## src/rtl/modem_pkg.sv

```systemverilog
package modem_pkg;
  localparam int CLK_MODE_W = 3;
  localparam logic [CLK_MODE_W-1:0] CM_STROBE = 3'd1;
  localparam logic [CLK_MODE_W-1:0] CM_FSYNC  = 3'd5;

  typedef enum logic [1:0] {
    BUS_RTS_TX   = 2'd0,
    BUS_RTS_RX   = 2'd1,
    BUS_RTS_OFF  = 2'd2,
    BUS_RTS_OFF3 = 2'd3
  } bus_rts_e;

  localparam int N_PINS  = 2;
  localparam int PIN_CTS = 0;
  localparam int PIN_CD  = 1;
  // idle (reset) level of each synchronized pin
  localparam logic [N_PINS-1:0] PIN_IDLE = 2'b01;
endpackage

```

## src/rtl/mdm_sync_edge.sv

```systemverilog
module mdm_sync_edge #(
  parameter int N      = 2,
  parameter int STAGES = 2,
  parameter logic [N-1:0] IDLE = '0
) (
  input  logic         clk,
  input  logic         rst,
  input  logic [N-1:0] din,
  output logic [N-1:0] level,
  output logic [N-1:0] chg
);
  logic [N-1:0] prev_q;

  for (genvar i = 0; i < N; i++) begin : g_pin
    logic [STAGES-1:0] chain_q;
    always_ff @(posedge clk) begin
      if (rst) chain_q <= {STAGES{IDLE[i]}};
      else     chain_q <= {chain_q[STAGES-2:0], din[i]};
    end
    assign level[i] = chain_q[STAGES-1];
  end

  always_ff @(posedge clk) begin
    if (rst) prev_q <= IDLE;
    else     prev_q <= level;
  end

  assign chg = level ^ prev_q;
endmodule

```

## src/rtl/mdm_rts.sv

```systemverilog
module mdm_rts
  import modem_pkg::*;
(
  input  logic       clk,
  input  logic       rst,
  input  logic       rts_req,
  input  logic       bus_en,
  input  logic [1:0] bus_sel,
  input  logic       busy,
  input  logic       pend,
  input  logic       tx_frame,
  input  logic       tx_coll,
  input  logic       rx_frame,
  output logic       rts_n
);
  logic frame_d, coll_d, sw_low_q, sw_low_nx, rts_low_nx;
  bus_rts_e mode;

  assign mode = bus_rts_e'(bus_sel);

  // software path: hold low until transmitter drained
  assign sw_low_nx = rts_req | (sw_low_q & (busy | pend));

  always_comb begin
    if (!bus_en) rts_low_nx = sw_low_nx;
    else begin
      unique case (mode)
        BUS_RTS_TX: rts_low_nx = frame_d & ~coll_d;
        BUS_RTS_RX: rts_low_nx = rx_frame;
        default:    rts_low_nx = 1'b0;
      endcase
    end
  end

  always_ff @(posedge clk) begin
    if (rst) begin
      frame_d  <= 1'b0;
      coll_d   <= 1'b0;
      sw_low_q <= 1'b0;
      rts_n    <= 1'b1;
    end else begin
      frame_d  <= tx_frame;
      coll_d   <= tx_coll;
      sw_low_q <= bus_en ? 1'b0 : sw_low_nx;
      rts_n    <= ~rts_low_nx;
    end
  end
endmodule

```

## src/rtl/mdm_qual.sv

```systemverilog
module mdm_qual
  import modem_pkg::*;
(
  input  logic                  clk,
  input  logic                  rst,
  input  logic                  cts_s,
  input  logic                  cd_s,
  input  logic                  autostart,
  input  logic [CLK_MODE_W-1:0] clk_mode,
  output logic                  tx_en,
  output logic                  rx_en,
  output logic                  rx_strobe,
  output logic                  frame_sync
);
  logic is_strobe, is_fsync;

  assign is_strobe = (clk_mode == CM_STROBE);
  assign is_fsync  = (clk_mode == CM_FSYNC);

  always_ff @(posedge clk) begin
    if (rst) begin
      tx_en      <= 1'b0;
      rx_en      <= 1'b0;
      rx_strobe  <= 1'b0;
      frame_sync <= 1'b0;
    end else begin
      tx_en      <= ~cts_s;
      rx_en      <= (is_strobe | is_fsync | ~autostart) ? 1'b1 : cd_s;
      rx_strobe  <= is_strobe & cd_s;
      frame_sync <= is_fsync & cd_s;
    end
  end
endmodule

```

## src/rtl/mdm_irq.sv

```systemverilog
module mdm_irq #(
  parameter int N = 2
) (
  input  logic         clk,
  input  logic         rst,
  input  logic [N-1:0] chg,
  input  logic [N-1:0] ie,
  input  logic [N-1:0] clr,
  output logic [N-1:0] flag
);
  for (genvar i = 0; i < N; i++) begin : g_flag
    always_ff @(posedge clk) begin
      if (rst) flag[i] <= 1'b0;
      else     flag[i] <= (flag[i] & ~clr[i]) | (chg[i] & ie[i]);
    end
  end
endmodule

```

## src/rtl/modem_ctl.sv

```systemverilog
module modem_ctl
  import modem_pkg::*;
#(
  parameter int SYNC_STAGES = 2
) (
  input  logic       clk,
  input  logic       rst,
  input  logic       cfg_rts_req,
  input  logic       cfg_bus_en,
  input  logic [1:0] cfg_bus_rts,
  input  logic       cfg_autostart,
  input  logic [2:0] cfg_clk_mode,
  input  logic       cfg_cts_ie,
  input  logic       cfg_cd_ie,
  input  logic       tx_busy,
  input  logic       tx_pend,
  input  logic       tx_frame,
  input  logic       tx_coll,
  input  logic       rx_frame,
  input  logic       cts_n,
  input  logic       cd_in,
  input  logic       irq_clr_cts,
  input  logic       irq_clr_cd,
  output logic       rts_n,
  output logic       tx_en,
  output logic       rx_en,
  output logic       rx_strobe,
  output logic       frame_sync,
  output logic       cts_lvl,
  output logic       cd_lvl,
  output logic       cts_irq,
  output logic       cd_irq
);
  logic [N_PINS-1:0] pin_raw, pin_lvl, pin_chg, pin_ie, pin_clr, pin_flag;

  assign pin_raw[PIN_CTS] = cts_n;
  assign pin_raw[PIN_CD]  = cd_in;
  assign pin_ie[PIN_CTS]  = cfg_cts_ie;
  assign pin_ie[PIN_CD]   = cfg_cd_ie;
  assign pin_clr[PIN_CTS] = irq_clr_cts;
  assign pin_clr[PIN_CD]  = irq_clr_cd;

  mdm_sync_edge #(.N(N_PINS), .STAGES(SYNC_STAGES), .IDLE(PIN_IDLE)) u_sync (
    .clk(clk), .rst(rst), .din(pin_raw), .level(pin_lvl), .chg(pin_chg)
  );

  mdm_rts u_rts (
    .clk(clk), .rst(rst), .rts_req(cfg_rts_req), .bus_en(cfg_bus_en),
    .bus_sel(cfg_bus_rts), .busy(tx_busy), .pend(tx_pend),
    .tx_frame(tx_frame), .tx_coll(tx_coll), .rx_frame(rx_frame), .rts_n(rts_n)
  );

  mdm_qual u_qual (
    .clk(clk), .rst(rst), .cts_s(pin_lvl[PIN_CTS]), .cd_s(pin_lvl[PIN_CD]),
    .autostart(cfg_autostart), .clk_mode(cfg_clk_mode), .tx_en(tx_en),
    .rx_en(rx_en), .rx_strobe(rx_strobe), .frame_sync(frame_sync)
  );

  mdm_irq #(.N(N_PINS)) u_irq (
    .clk(clk), .rst(rst), .chg(pin_chg), .ie(pin_ie), .clr(pin_clr), .flag(pin_flag)
  );

  assign cts_lvl = pin_lvl[PIN_CTS];
  assign cd_lvl  = pin_lvl[PIN_CD];
  assign cts_irq = pin_flag[PIN_CTS];
  assign cd_irq  = pin_flag[PIN_CD];
endmodule

```

## config.mk

```make
export PLATFORM = sky130hd
export DESIGN_NAME = modem_ctl
export DESIGN_NICKNAME = d
export VERILOG_FILES = /design/src/rtl/modem_pkg.sv /design/src/rtl/mdm_sync_edge.sv /design/src/rtl/mdm_rts.sv /design/src/rtl/mdm_qual.sv /design/src/rtl/mdm_irq.sv /design/src/rtl/modem_ctl.sv
export SDC_FILE = /design/constraint.sdc
export NUM_CORES = 1
export LEC_CHECK = 0
export BUFFER_PORTS_ARGS = -buffer_cell sky130_fd_sc_hd__buf_2
export CORE_MARGIN = 1
export CORE_UTILIZATION = 35
export CTS_CLUSTER_SIZE = 12
export DETAILED_ROUTE_END_ITERATION = 12
export PLACE_DENSITY = 0.69
export SLEW_MARGIN = 20
export SYNTH_ARGS = -nofsm -noshare
export SYNTH_HDL_FRONTEND = slang
export SYNTH_SLANG_ARGS = --single-unit
```

## constraint.sdc

```tcl
create_clock -name clk -period 0.81 [get_ports clk]
set_input_delay 0.1215 -clock clk [delete_from_list [all_inputs] [get_ports clk]]
set_output_delay 0.1215 -clock clk [all_outputs]
set_load 0.02 [all_outputs]
```

# Yosys cells after proc, flatten, opt, wreduce, memory -nomap -nowiden
# Index checks and enable logic that the tools add are counted.
# W data, S select, Z words.
# word_totals
ff_bits	16
inputBits	21
output_inout_bits	9
word_cells	42
# classes
n_eq_ne	3
mux	3
bitwise_logic	21
reduce_logical	2
# ops
op	count
$and A1 B1 Y1	8
$not A1 Y1	6
$or A1 B1 Y1	6
$eq A3 B1 Y1 const B	1
$eq A3 B3 Y1 const B	1
$eq A2 B1 Y1 const B	1
$logic_not A2 Y1	1
$mux W1	2
$pmux W1 S2	1
$reduce_or A2 Y1	1
$xor A2 B2 Y2	1

# Longest topological paths before layout
# depth
word_depth	5
depth_mapped	3
depth_no_buf	3

# Hierarchy
# A second synthesis with hierarchy kept.
# unflattened
hier_cells	48
area_unflattened_um2	533.0
# by_module_without_submodules
mod	instances	cells_per_inst	area_each_um2	seq_area_each_um2
mdm_sync_edge	1	16	190.2	120.1
mdm_rts	1	13	142.6	80.1
mdm_qual	1	11	130.1	80.1
mdm_irq	1	8	70.1	40.0

# Worst setup path before layout
# No wires, ideal clock.
# synth_path
path_type	reg2reg
start	register u_sync.g_pin[1].chain_q[1]
end	register u_qual.frame_sync
setup_time_ns	0.092
t_arrival_ns	0.787
required_ns	0.718
path_slack_ns	-0.069
stages_incl_launch_ff	3
path_buffers	0
synth_period_minus_slack_ns	0.879
path_cell_list	dfxtp_1 > inv_1 > nor4_1
# synth_via
elab_chain_cells	1
# synth_rtl
element	line_no	source
start: declaration	mdm_sync_edge.sv:15	logic [STAGES-1:0] chain_q;
start signal: assignment	mdm_sync_edge.sv:17	if (rst) chain_q <= {STAGES{IDLE[i]}};
start signal: assignment	mdm_sync_edge.sv:18	else chain_q <= {chain_q[STAGES-2:0], din[i]};
$and A1 B1 Y1	mdm_qual.sv:30	frame_sync <= is_fsync & cd_s;
end signal: assignment	mdm_qual.sv:30	
end: declaration	mdm_qual.sv:13	output logic frame_sync
# Every way passes these cells.
# A chain may end at the register's enable or synchronous reset.

# Worst setup path in the final report
# layout_path
start	register u_sync.g_pin[1].chain_q[1]
end	output cd_lvl
# layout_lines
element	line_no	source
end: declaration	modem_ctl.sv:30	output logic cd_lvl,
# No word-level cell between the ends.

==> results.yml <==
die:
  die_area_sq_um: 1600
  initial_core_util: 0.383
  fp-row-count: 13
  die_x_um: 40.0
  io_pins: 30
  fp.coreArea_sq_um: 1320
  die_y_um: 40.0
timing:
  fmax_mhz: 1120
  tightest_slew_ps: 220
  slew_violations: 0
  final_hold_viol_count: 1
  whs_ps: -5.06
  rsz0062_at_grt: "yes"
  setup_viol: 9
  tns_ps: -418
  clock_skew_ps: 8.84
  fin_ws_ps: -86.5
  post-route-period-util: 1.11
  max_slew_margin: 0.853
  min_period_ps: 897
synthesis:
  syn_avg_cell_area_sq_um: 10.7
  yosys_register_bits: 16
  synth_edf_count: 0
  yosys_warnings: 0
  synth_fp_nets: 68
  async_flop_share: 0
  seq_area_frac_synth: 0.635
  synth_top_area_cell: "dfxtp_1"
  synthesis.area_sq_um: 504
  syn_inst: 47
  synth_ff_type: "dfxtp_1"
  yosysUniqueCellTypes: 16
  synthTopCellsByArea: "dfxtp_1 64%, nor2b_1 5.0%, nor2_1 3.7%"
  ys_top_cells_by_count: "16 x dfxtp_1, 5 x nor2_1, 4 x inv_1, 4 x nor2b_1"
  synth.most_common_cell: "dfxtp_1"
  synth.top_cell.area_share: 0.635
clock_network:
  cts_tree: "yes"
  cts_buffer_depth: 2
  cts_setup_buffers: 0
  clk_latency_ps: 280
  cts_made_buffers: 3
  cts.sink_count: 16
  h-tree-depth: 1
  clk_pin_slew_ps: 100
  cts-root-buf: "clkbuf_4"
worst_setup_path:
  worstPathCellList: "buf_6"
  worst-setup-path-type: "reg -> out"
  crit_buf_inv: 1
  critical-path-slowest-cell: "dfxtp_4"
  arrival_ps: 780
  startpoint_type: "flip-flop"
  path_max_fanout: 3
  cp-end-kind: "primary output"
  crit_required_ps: 690
  slowest_delay_ps: 370
  path_delay_family: "flip-flops"
layout:
  finalNetCount: 104
  area_delta_synth_final_pct: 58.1
  finish.utilization: 0.605
  diodes: 0
  design_area_sq_um: 797
  drive_gt1_frac: 0.573
grt:
  grt_pass1_vias: 330
  antenna_found_initial: 0
  grt_max_degree: 14
  grt-ovfl-total: 0
  grt_first_pass_wirelength_um: 1190
  grt_use_total: 0.117
job:
  drv_cap: 0
placed_design:
  placed_area_sq_um: 667
  dpl_worst_slack_ps: -21.2
  place_congestion: 0.561
  io_buffers: 29
  hpwl_um: 639
status:
  status: "complete, but fails checks"
  violations: "hold timing, setup timing"
route:
  vias: 410
  drtIter0Drc: 1
  postRouteAntennaNets: 0
  dr.pass1.iters: 2
  wl_per_cell_um: 8.92
  routed_wl_um: 865
  viasPerCell: 4.23
  remaining_drc_errors: 0
min_path:
  hold_class: "in -> reg"
pwr:
  powerDensity_nw_per_um2: 1900
  power.leakage_nw: 0.380
  power_mw: 1.52
  ir_drop_uv: 957
cells in the final DEF, fill, tap and decap left out:
master	n
o21ai_1	1
inv_1	3
nor2_1	5
or2_1	2
dfxtp_2	9
a31oi_1	2
dfxtp_4	1
nor4_1	2
dlygate4sd3_1	2
buf_4	1
clkbuf_4	3
a211oi_2	1
xor2_1	2
a21oi_1	2
clkbuf_8	1
nand2b_1	1
a22o_1	1
inv_2	1
and2b_1	2
buf_6	9
nor2b_1	4
or2_2	1
dfxtp_1	6
buf_2	20
area by class of cell:
cell class | count | area, sq um
fill | 126 | 520
sequential | 16 | 335
timing repair buffer | 32 | 229
multi-input combinational | 26 | 163
clock buffer | 4 | 36.3
tap | 15 | 18.8
inverter | 4 | 15.0
kinds of logic (layout without fill, tap and decap cells):
group,count (synthesis),in the layout,synth area share
compound gates,7,7,0.0868
xor+xnor,2,2,0.0347
buf+inv,5,40,0.0521
flops,16,16,0.635
simple gates,17,17,0.191
per-layer routing:
metal  track usage  part of all wire  up-vias
met1         0.118              0.43      171
met5             0                 0        -
met3        0.0389             0.046        2
li1              -                 -      223
met4         0.121            0.0092        0
met2         0.181              0.52       14
worst paths after layout:
path / from / endpoint / slack (ps) / cells past startpoint
worst min register to register: u_sync.g_pin[0].chain_q[0] / u_sync.g_pin[0].chain_q[1] / 420 / 1
worst min-delay path: cfg_clk_mode[2] / u_qual.rx_strobe / -5 / 2
worst max-delay path: u_sync.g_pin[1].chain_q[1] / cd_lvl / -90 / 1
worst max register to register: u_sync.g_pin[1].chain_q[1] / u_irq.flag[1] / 30 / 3
state kept, by name, indices dropped and copies added (netlist names):
name                  cells
u_qual.rx_en              1
u_rts.frame_d             1
u_rts.rts_n               1
u_irq.flag                2
u_qual.rx_strobe          1
u_sync.g_pin.chain_q      4
u_rts.coll_d              1
u_rts.sw_low_q            1
u_sync.prev_q             2
u_qual.frame_sync         1
u_qual.tx_en              1
through the flow:
step / hold slack, ps / instances
4_1_cts: -8.51 / 95
3_5_place_dp: 302 / 91
3_3_place_gp: 301 / 91
2_1_floorplan: 186 / 47
5_1_grt: -9.51 / 97
6_report: -5.06 / 97
worst reg2reg max path, cell delays in order, from the launching register on:
cell and delay, ps:
dfxtp_4 370, xor2_1 150, a21oi_1 120, nor2_1 50
where the power goes:
group	switching [mW]	internal (mW)
sequential	0.0138	0.819
clock	0.243	0.273
combinational	0.0694	0.0986
repair_timing:
action                                  in CTS  in global routing
hold endpoints to repair                     1                  3
pin swaps                                    0                  6
gates resized for setup                     26                  3
endpoints found under the setup margin      10                 13
Power figures use the tool's default switching activity.
